[src/rtl/mdisp_pkg.sv]
package mdisp_pkg;
  // Width of a unit index; at least one bit even for a single unit.
  function automatic int sel_bits(input int n);
    return (n > 1) ? $clog2(n) : 1;
  endfunction
endpackage

[src/rtl/mdisp_pivot_buf.sv]
module mdisp_pivot_buf #(
  parameter int COL_W = 8,
  parameter int VAL_W = 16,
  parameter int DEPTH = 16,
  localparam int IW = (DEPTH > 1) ? $clog2(DEPTH) : 1,
  localparam int LW = $clog2(DEPTH + 1)
) (
  input  logic             clk,
  input  logic             rst_n,
  input  logic             wr_en,
  input  logic [COL_W-1:0] wr_col,
  input  logic [VAL_W-1:0] wr_val,
  input  logic             wr_last,
  input  logic [IW-1:0]    rd_idx,
  output logic [COL_W-1:0] rd_col,
  output logic [VAL_W-1:0] rd_val,
  output logic [LW-1:0]    len,
  output logic             have
);
  logic [COL_W-1:0] mem_col [DEPTH];
  logic [VAL_W-1:0] mem_val [DEPTH];
  logic [IW-1:0]    wr_ptr, wr_ptr_n;
  logic [LW-1:0]    len_n;
  logic             have_n, fin;

  assign fin = wr_last || (wr_ptr == IW'(DEPTH - 1));

  always_comb begin
    wr_ptr_n = wr_ptr;
    len_n    = len;
    have_n   = have;
    if (wr_en) begin
      if (wr_ptr == '0) have_n = 1'b0;
      if (fin) begin
        wr_ptr_n = '0;
        len_n    = LW'(wr_ptr) + LW'(1);
        have_n   = 1'b1;
      end else begin
        wr_ptr_n = wr_ptr + IW'(1);
      end
    end
  end

  always_ff @(posedge clk or negedge rst_n) begin
    if (!rst_n) begin
      wr_ptr <= '0;
      len    <= '0;
      have   <= 1'b0;
    end else begin
      wr_ptr <= wr_ptr_n;
      len    <= len_n;
      have   <= have_n;
    end
  end

  always_ff @(posedge clk) begin
    if (wr_en) begin
      mem_col[wr_ptr] <= wr_col;
      mem_val[wr_ptr] <= wr_val;
    end
  end

  assign rd_col = mem_col[rd_idx];
  assign rd_val = mem_val[rd_idx];
endmodule

[src/rtl/mdisp_scale.sv]
module mdisp_scale #(
  parameter int COL_W  = 8,
  parameter int VAL_W  = 16,
  parameter int FRAC_W = 8
) (
  input  logic             clk,
  input  logic             rst_n,
  input  logic             in_valid,
  output logic             in_ready,
  input  logic [COL_W-1:0] in_col,
  input  logic [VAL_W-1:0] in_val,
  input  logic             in_last,
  input  logic [VAL_W-1:0] mult,
  output logic             out_valid,
  input  logic             out_ready,
  output logic [COL_W-1:0] out_col,
  output logic [VAL_W-1:0] out_val,
  output logic             out_last
);
  localparam int PW = 2 * VAL_W;
  localparam logic signed [PW-1:0] HALF = PW'(1) << (FRAC_W - 1);

  logic signed [PW-1:0] prod, rnd;
  logic [VAL_W-1:0]     scaled;
  logic                 load, valid_n;
  logic                 rnd_unused;

  assign prod   = $signed(in_val) * $signed(mult);
  assign rnd    = prod + HALF;
  assign scaled = rnd[FRAC_W +: VAL_W];
  assign rnd_unused = ^{rnd[FRAC_W-1:0], rnd[PW-1:FRAC_W+VAL_W]};

  assign in_ready = !out_valid || out_ready;
  assign load     = in_valid && in_ready;

  always_comb begin
    valid_n = out_valid;
    if (load) valid_n = 1'b1;
    else if (out_ready) valid_n = 1'b0;
  end

  always_ff @(posedge clk or negedge rst_n) begin
    if (!rst_n) out_valid <= 1'b0;
    else        out_valid <= valid_n;
  end

  always_ff @(posedge clk) begin
    if (load) begin
      out_col  <= in_col;
      out_val  <= scaled;
      out_last <= in_last;
    end
  end
endmodule

[src/rtl/mdisp_collect.sv]
module mdisp_collect import mdisp_pkg::*; #(
  parameter int N_UNITS = 3,
  parameter int COL_W   = 8,
  parameter int VAL_W   = 16,
  localparam int SEL_W  = sel_bits(N_UNITS)
) (
  input  logic                            clk,
  input  logic                            rst_n,
  input  logic [N_UNITS-1:0]              u_valid,
  output logic [N_UNITS-1:0]              u_ready,
  input  logic [N_UNITS-1:0][COL_W-1:0]   u_col,
  input  logic [N_UNITS-1:0][VAL_W-1:0]   u_val,
  input  logic [N_UNITS-1:0]              u_last,
  output logic                            out_valid,
  input  logic                            out_ready,
  output logic [COL_W-1:0]                out_col,
  output logic [VAL_W-1:0]                out_val,
  output logic                            out_last,
  output logic                            row_done
);
  logic [SEL_W-1:0] sel, sel_n;

  assign out_valid = u_valid[sel];
  assign out_col   = u_col[sel];
  assign out_val   = u_val[sel];
  assign out_last  = u_last[sel];
  assign row_done  = out_valid && out_ready && out_last;

  for (genvar k = 0; k < N_UNITS; k++) begin : g_rdy
    assign u_ready[k] = out_ready && (sel == SEL_W'(k));
  end

  always_comb begin
    sel_n = sel;
    if (row_done) sel_n = (sel == SEL_W'(N_UNITS - 1)) ? '0 : sel + SEL_W'(1);
  end

  always_ff @(posedge clk or negedge rst_n) begin
    if (!rst_n) sel <= '0;
    else        sel <= sel_n;
  end
endmodule

[src/rtl/merge_dispatch.sv]
module merge_dispatch import mdisp_pkg::*; #(
  parameter int N_UNITS   = 3,
  parameter int VAL_W     = 16,
  parameter int COL_W     = 8,
  parameter int FRAC_W    = 8,
  parameter int PIV_DEPTH = 16,
  parameter int OUT_W     = 6
) (
  input  logic                            clk,
  input  logic                            rst_n,
  input  logic                            piv_valid,
  output logic                            piv_ready,
  input  logic [COL_W-1:0]                piv_col,
  input  logic [VAL_W-1:0]                piv_val,
  input  logic                            piv_last,
  input  logic                            np_valid,
  output logic                            np_ready,
  input  logic [COL_W-1:0]                np_col,
  input  logic [VAL_W-1:0]                np_val,
  input  logic                            np_last,
  input  logic [VAL_W-1:0]                np_mult,
  output logic [N_UNITS-1:0]              mu_p_valid,
  input  logic [N_UNITS-1:0]              mu_p_ready,
  output logic [N_UNITS-1:0][COL_W-1:0]   mu_p_col,
  output logic [N_UNITS-1:0][VAL_W-1:0]   mu_p_val,
  output logic [N_UNITS-1:0]              mu_p_last,
  output logic [N_UNITS-1:0]              mu_n_valid,
  input  logic [N_UNITS-1:0]              mu_n_ready,
  output logic [N_UNITS-1:0][COL_W-1:0]   mu_n_col,
  output logic [N_UNITS-1:0][VAL_W-1:0]   mu_n_val,
  output logic [N_UNITS-1:0]              mu_n_last,
  input  logic [N_UNITS-1:0]              mu_o_valid,
  output logic [N_UNITS-1:0]              mu_o_ready,
  input  logic [N_UNITS-1:0][COL_W-1:0]   mu_o_col,
  input  logic [N_UNITS-1:0][VAL_W-1:0]   mu_o_val,
  input  logic [N_UNITS-1:0]              mu_o_last,
  output logic                            out_valid,
  input  logic                            out_ready,
  output logic [COL_W-1:0]                out_col,
  output logic [VAL_W-1:0]                out_val,
  output logic                            out_last
);
  localparam int SEL_W = sel_bits(N_UNITS);
  localparam int IW    = (PIV_DEPTH > 1) ? $clog2(PIV_DEPTH) : 1;
  localparam int LW    = $clog2(PIV_DEPTH + 1);

  // reset: asserted asynchronously, released on the clock
  logic [1:0] rst_q;
  logic       rst_i;
  always_ff @(posedge clk or negedge rst_n) begin
    if (!rst_n) rst_q <= 2'b00;
    else        rst_q <= {rst_q[0], 1'b1};
  end
  assign rst_i = rst_q[1];

  logic [SEL_W-1:0] in_sel, in_sel_n;
  logic             row_active, row_active_n;
  logic             np_done, np_done_n, piv_issued, piv_issued_n, piv_done, piv_done_n;
  logic [LW-1:0]    rd_ptr, rd_ptr_n;
  logic [VAL_W-1:0] mult_q, mult_n;
  logic [OUT_W-1:0] outstanding, outstanding_n;

  logic [COL_W-1:0] b_col;
  logic [VAL_W-1:0] b_val;
  logic [LW-1:0]    b_len;
  logic             b_have;
  logic             piv_take, np_gate, np_hs, row_start, row_end;
  logic             s_in_valid, s_in_ready, s_issue, issue_last;
  logic             s_valid, s_last, p_take, row_out_done;
  logic [COL_W-1:0] s_col;
  logic [VAL_W-1:0] s_val;

  assign piv_ready = (outstanding == '0) && !row_active && !s_valid;
  assign piv_take  = piv_valid && piv_ready;

  mdisp_pivot_buf #(.COL_W(COL_W), .VAL_W(VAL_W), .DEPTH(PIV_DEPTH)) u_buf (
    .clk(clk), .rst_n(rst_i), .wr_en(piv_take), .wr_col(piv_col), .wr_val(piv_val),
    .wr_last(piv_last), .rd_idx(rd_ptr[IW-1:0]), .rd_col(b_col), .rd_val(b_val),
    .len(b_len), .have(b_have)
  );

  // non-pivot row forwarding to the unit whose turn it is
  assign np_gate   = b_have && !piv_take && !np_done && (row_active || (outstanding != '1));
  assign np_ready  = np_gate && mu_n_ready[in_sel];
  assign np_hs     = np_valid && np_ready;
  assign row_start = np_hs && !row_active;

  // pivot replay through the scaling register
  assign s_in_valid = row_active && !piv_issued;
  assign s_issue    = s_in_valid && s_in_ready;
  assign issue_last = (rd_ptr == b_len - LW'(1));

  mdisp_scale #(.COL_W(COL_W), .VAL_W(VAL_W), .FRAC_W(FRAC_W)) u_scale (
    .clk(clk), .rst_n(rst_i), .in_valid(s_in_valid), .in_ready(s_in_ready),
    .in_col(b_col), .in_val(b_val), .in_last(issue_last), .mult(mult_q),
    .out_valid(s_valid), .out_ready(mu_p_ready[in_sel]), .out_col(s_col),
    .out_val(s_val), .out_last(s_last)
  );

  assign p_take  = s_valid && mu_p_ready[in_sel];
  assign row_end = row_active && (np_done || (np_hs && np_last)) && (piv_done || (p_take && s_last));

  for (genvar k = 0; k < N_UNITS; k++) begin : g_unit
    assign mu_n_valid[k] = (in_sel == SEL_W'(k)) && np_valid && np_gate;
    assign mu_n_col[k]   = np_col;
    assign mu_n_val[k]   = np_val;
    assign mu_n_last[k]  = np_last;
    assign mu_p_valid[k] = (in_sel == SEL_W'(k)) && s_valid;
    assign mu_p_col[k]   = s_col;
    assign mu_p_val[k]   = s_val;
    assign mu_p_last[k]  = s_last;
  end

  mdisp_collect #(.N_UNITS(N_UNITS), .COL_W(COL_W), .VAL_W(VAL_W)) u_coll (
    .clk(clk), .rst_n(rst_i), .u_valid(mu_o_valid), .u_ready(mu_o_ready),
    .u_col(mu_o_col), .u_val(mu_o_val), .u_last(mu_o_last), .out_valid(out_valid),
    .out_ready(out_ready), .out_col(out_col), .out_val(out_val), .out_last(out_last),
    .row_done(row_out_done)
  );

  always_comb begin
    in_sel_n      = in_sel;
    row_active_n  = row_active || row_start;
    np_done_n     = np_done || (np_hs && np_last);
    piv_done_n    = piv_done || (p_take && s_last);
    piv_issued_n  = piv_issued || (s_issue && issue_last);
    rd_ptr_n      = s_issue ? rd_ptr + LW'(1) : rd_ptr;
    mult_n        = row_start ? np_mult : mult_q;
    outstanding_n = outstanding + OUT_W'(row_start) - OUT_W'(row_out_done);
    if (row_end) begin
      in_sel_n     = (in_sel == SEL_W'(N_UNITS - 1)) ? '0 : in_sel + SEL_W'(1);
      row_active_n = 1'b0;
      np_done_n    = 1'b0;
      piv_done_n   = 1'b0;
      piv_issued_n = 1'b0;
      rd_ptr_n     = '0;
    end
  end

  always_ff @(posedge clk or negedge rst_i) begin
    if (!rst_i) begin
      in_sel      <= '0;
      row_active  <= 1'b0;
      np_done     <= 1'b0;
      piv_done    <= 1'b0;
      piv_issued  <= 1'b0;
      rd_ptr      <= '0;
      mult_q      <= '0;
      outstanding <= '0;
    end else begin
      in_sel      <= in_sel_n;
      row_active  <= row_active_n;
      np_done     <= np_done_n;
      piv_done    <= piv_done_n;
      piv_issued  <= piv_issued_n;
      rd_ptr      <= rd_ptr_n;
      mult_q      <= mult_n;
      outstanding <= outstanding_n;
    end
  end
endmodule

[config.mk]
export PLATFORM = sky130hd
export DESIGN_NAME = merge_dispatch
export DESIGN_NICKNAME = d
export VERILOG_FILES = /design/src/rtl/mdisp_pkg.sv /design/src/rtl/mdisp_pivot_buf.sv /design/src/rtl/mdisp_scale.sv /design/src/rtl/mdisp_collect.sv /design/src/rtl/merge_dispatch.sv
export SDC_FILE = /design/constraint.sdc
export NUM_CORES = 1
export LEC_CHECK = 0
export CAP_MARGIN = 10
export CORE_MARGIN = 5
export CORE_UTILIZATION = 60
export CTS_BUF_LIST = sky130_fd_sc_hd__clkbuf_2
export DETAILED_ROUTE_END_ITERATION = 6
export DONT_BUFFER_PORTS = 1
export PLACE_DENSITY = 0.76
export SYNTH_ARGS = -nofsm -noshare
export SYNTH_HDL_FRONTEND = slang
export SYNTH_SLANG_ARGS = --single-unit
[constraint.sdc]
create_clock -name clk -period 3.25 [get_ports clk]
set_input_delay 0.1625 -clock clk [delete_from_list [all_inputs] [get_ports clk]]
set_output_delay 0.1625 -clock clk [all_outputs]
set_load 0.02 [all_outputs]
==> impl_metrics.env <==
export IMPL_yosysWarnings=0
export IMPL_syn_to_final_growth_pct=13.66
export IMPL_cp_start_kind="register"
export IMPL_final_max_slew_viol_count=0
export IMPL_die_w_um=221.5
export IMPL_final_common_cell="edfxtp_1"
export IMPL_syn_inst=1905
export IMPL_cts_tree="yes"
export IMPL_ant_nets=0
export IMPL_start_util_pct=60.70
export IMPL_synth_avg_cell_area_sq_um=14.09
export IMPL_wl_um=63630
export IMPL_portBuffers=0
export IMPL_grt_use_total_pct=25.78
export IMPL_clk_latency_ns=1.09
export IMPL_antenna_found_initial=3
export IMPL_synth_nets=2332
export IMPL_drive_gt1_share_pct=26.41
export IMPL_crit_arrival_ns=7.69
export IMPL_ys_seq_area_share_pct=50.23
export IMPL_dr_pass1_iters=5
export IMPL_die_y_um=221.5
export IMPL_die_area_sq_um=49060
export IMPL_grt_pass1_wl_um=97050
export IMPL_max_freq_mhz=144.2
export IMPL_tightest_slew_ns=1.102
export IMPL_rsz0062_at_grt="true"
export IMPL_path_max_fanout=6
export IMPL_hold_violations=0
export IMPL_wl_per_cell_um=22.84
export IMPL_dp_final_hpwl_um=42180
export IMPL_gp_routability_congestion=0.9195
export IMPL_clock_path_buffers=3
export IMPL_drc=0
export IMPL_setup_slack_ns=-3.684
export IMPL_end_kind="register"
export IMPL_synth_area_sq_um=26840
export IMPL_initialDrtViolationCount=1271
export IMPL_coreArea_sq_um=44220
export IMPL_status="complete, but fails checks"
export IMPL_grt_pass1_vias=16850
export IMPL_final_util_pct=68.99
export IMPL_finalCriticalPeriod_ns=6.934
export IMPL_dp_cells=2462
export IMPL_final_cell_mix="edfxtp_1 (409), inv_1 (259), fa_1 (182)"
export IMPL_timing_slew_headroom_pct=25.73
export IMPL_nets=2528
export IMPL_crit_type="register to register"
export IMPL_ys_types=57
export IMPL_clk_transition_reported_paths_ns=0.16
export IMPL_synth_edf_count=409
export IMPL_vias=15720
export IMPL_required_ns=4.01
export IMPL_htree_num_levels=3
export IMPL_cts_buffers=105
export IMPL_clock_root_buffer="clkbuf_2"
export IMPL_cap_violations=0
export IMPL_grt_overflow_total=0
export IMPL_rows=77
export IMPL_fin_skew_ns=0.1057
export IMPL_cts_sinks=457
export IMPL_violations="negative setup slack"
export IMPL_vias_per_cell=5.644
export IMPL_ys_ff_latch=457
export IMPL_ys_async_sr_fraction_pct=10.50
export IMPL_io_pins=342
export IMPL_final_cells=2786
export IMPL_setup_viol=17
export IMPL_hold_class="input port to register"
export IMPL_grt_max_degree=37
export IMPL_fin_crit_sh_pct=213.4
export IMPL_ys_flop_type="edfxtp_1"
sequential cells by signal (all words and copies together) (netlist names), 2 cells and up:
signal and count:
rst_q 2, in_sel 2, rd_ptr 5, u_buf.wr_ptr 4, u_buf.len 5, mult_q 16, u_buf.mem_val 256, u_buf.mem_col 128
u_scale.out_val 16, outstanding 6, u_scale.out_col 8, u_coll.sel 2
critical path, cell delays in order, from the launching register on:
cell and delay (ns):
dfrtp_4 0.49, buf_12 0.14, buf_12 0.14, mux4_2 0.52, mux4_2 0.59, and2_4 0.22, fa_1 0.48, inv_1 0.05
fa_1 0.49, fa_1 0.53, inv_1 0.06, fa_1 0.51, fa_1 0.50, inv_1 0.05, fa_1 0.48, inv_1 0.06
ha_4 0.23, and4_1 0.18, and4_1 0.22, a221oi_4 0.33, nor2b_1 0.11, o21ai_1 0.15, a21oi_1 0.08
layout make-up:
class	count	area, sq um
fill	2925	13710
sequential	457	13500
multi-input combinational	977	11420
timing repair buffer	294	2815
inverter	266	998.5
clock buffer	163	815.8
tap	592	740.7
clock inverter	35	216.5
antenna	2	5.005
kinds of logic after synthesis:
group	share of synthesized area (%)
XOR/XNOR	1.832
buffers and inverters	8.722
AO/OA/AOI/OAI	2.252
AND/OR/NAND/NOR	6.899
adder cells (fa/ha/maj)	17.94
other	0.01397
flip-flops	50.23
multiplexers	12.11
per-layer routing:
metal	up-vias	part of all wire [%]	global-route usage, %
met5	-	0.020	0
met1	8026	38	33.41
li1	6859	-	-
met4	2	2.4	8.033
met3	139	8.4	6.209
met2	698	51	43.79
metrics by stage:
| stage | instance area (sq um) | worst slack, ns | setup TNS, ns | hold slack (ns) |
|---|---|---|---|---|
| after floorplan | 27070 | -3.553 | -51.92 | -0.1331 |
| after global placement | 27830 | -3.600 | -52.93 | -0.1330 |
| after detailed placement | 27830 | -3.693 | -54.29 | -0.1330 |
| after CTS | 30270 | -3.551 | -53.01 | 0.01556 |
| after global routing | 30510 | -3.871 | -57.78 | 0.05497 |
| final | 30510 | -3.684 | -54.21 | 0.09691 |
cell usage after synthesis (all sizes together), types with 2 or more instances:
cell,number,area share (%)
and3b,2,0.065
xnor3,2,0.17
fa,188,14
xnor2,31,1.0
mux2,18,0.76
a31oi,3,0.070
a21o,7,0.20
nor3,9,0.17
ha,84,3.9
clkbuf,42,0.59
nor2,30,0.42
and3,2,0.047
a2111oi,2,0.14
and4,4,0.14
nand2b,3,0.070
mux2i,63,2.4
nor2b,9,0.21
mux4,107,9.0
nand3,8,0.15
and2,131,3.1
xor2,20,0.65
o21bai,3,0.084
nand4,7,0.16
buf,163,4.4
nor3b,5,0.14
dfrtp,48,4.5
inv,265,3.7
a21oi,18,0.34
nand2,156,2.2
a211oi,2,0.056
edfxtp,409,46
o21ai,47,0.89
o211ai,2,0.056
repair_timing:
action	in CTS	in global routing
pin swaps	20	14
cloned	3	1
setup buffers	9	11
hold endpoints to repair	468	3
setup endpoints to repair	16	53
hold buffers	103	2
gates resized for setup	49	43
path summary, 6_finish.rpt:
check                             startpoint            endpoint  slack, ns  depth (start not counted)
worst max-delay path               rd_ptr[0]  u_scale.out_val[9]      -3.68                         22
worst min-delay path            mu_o_last[1]       u_coll.sel[0]        0.1                          5
worst max register to register     rd_ptr[0]  u_scale.out_val[9]      -3.68                         22
worst min register to register      rst_q[0]            rst_q[1]       0.36                          0
max in group asynchronous           rst_q[1]       u_coll.sel[1]       2.05                          0
min in group asynchronous              rst_n            rst_q[1]       0.42                          3
Power is left out: the tool's default activity adds up to more than one toggle a clock period on the data nets, which glitch-free logic cannot reach.
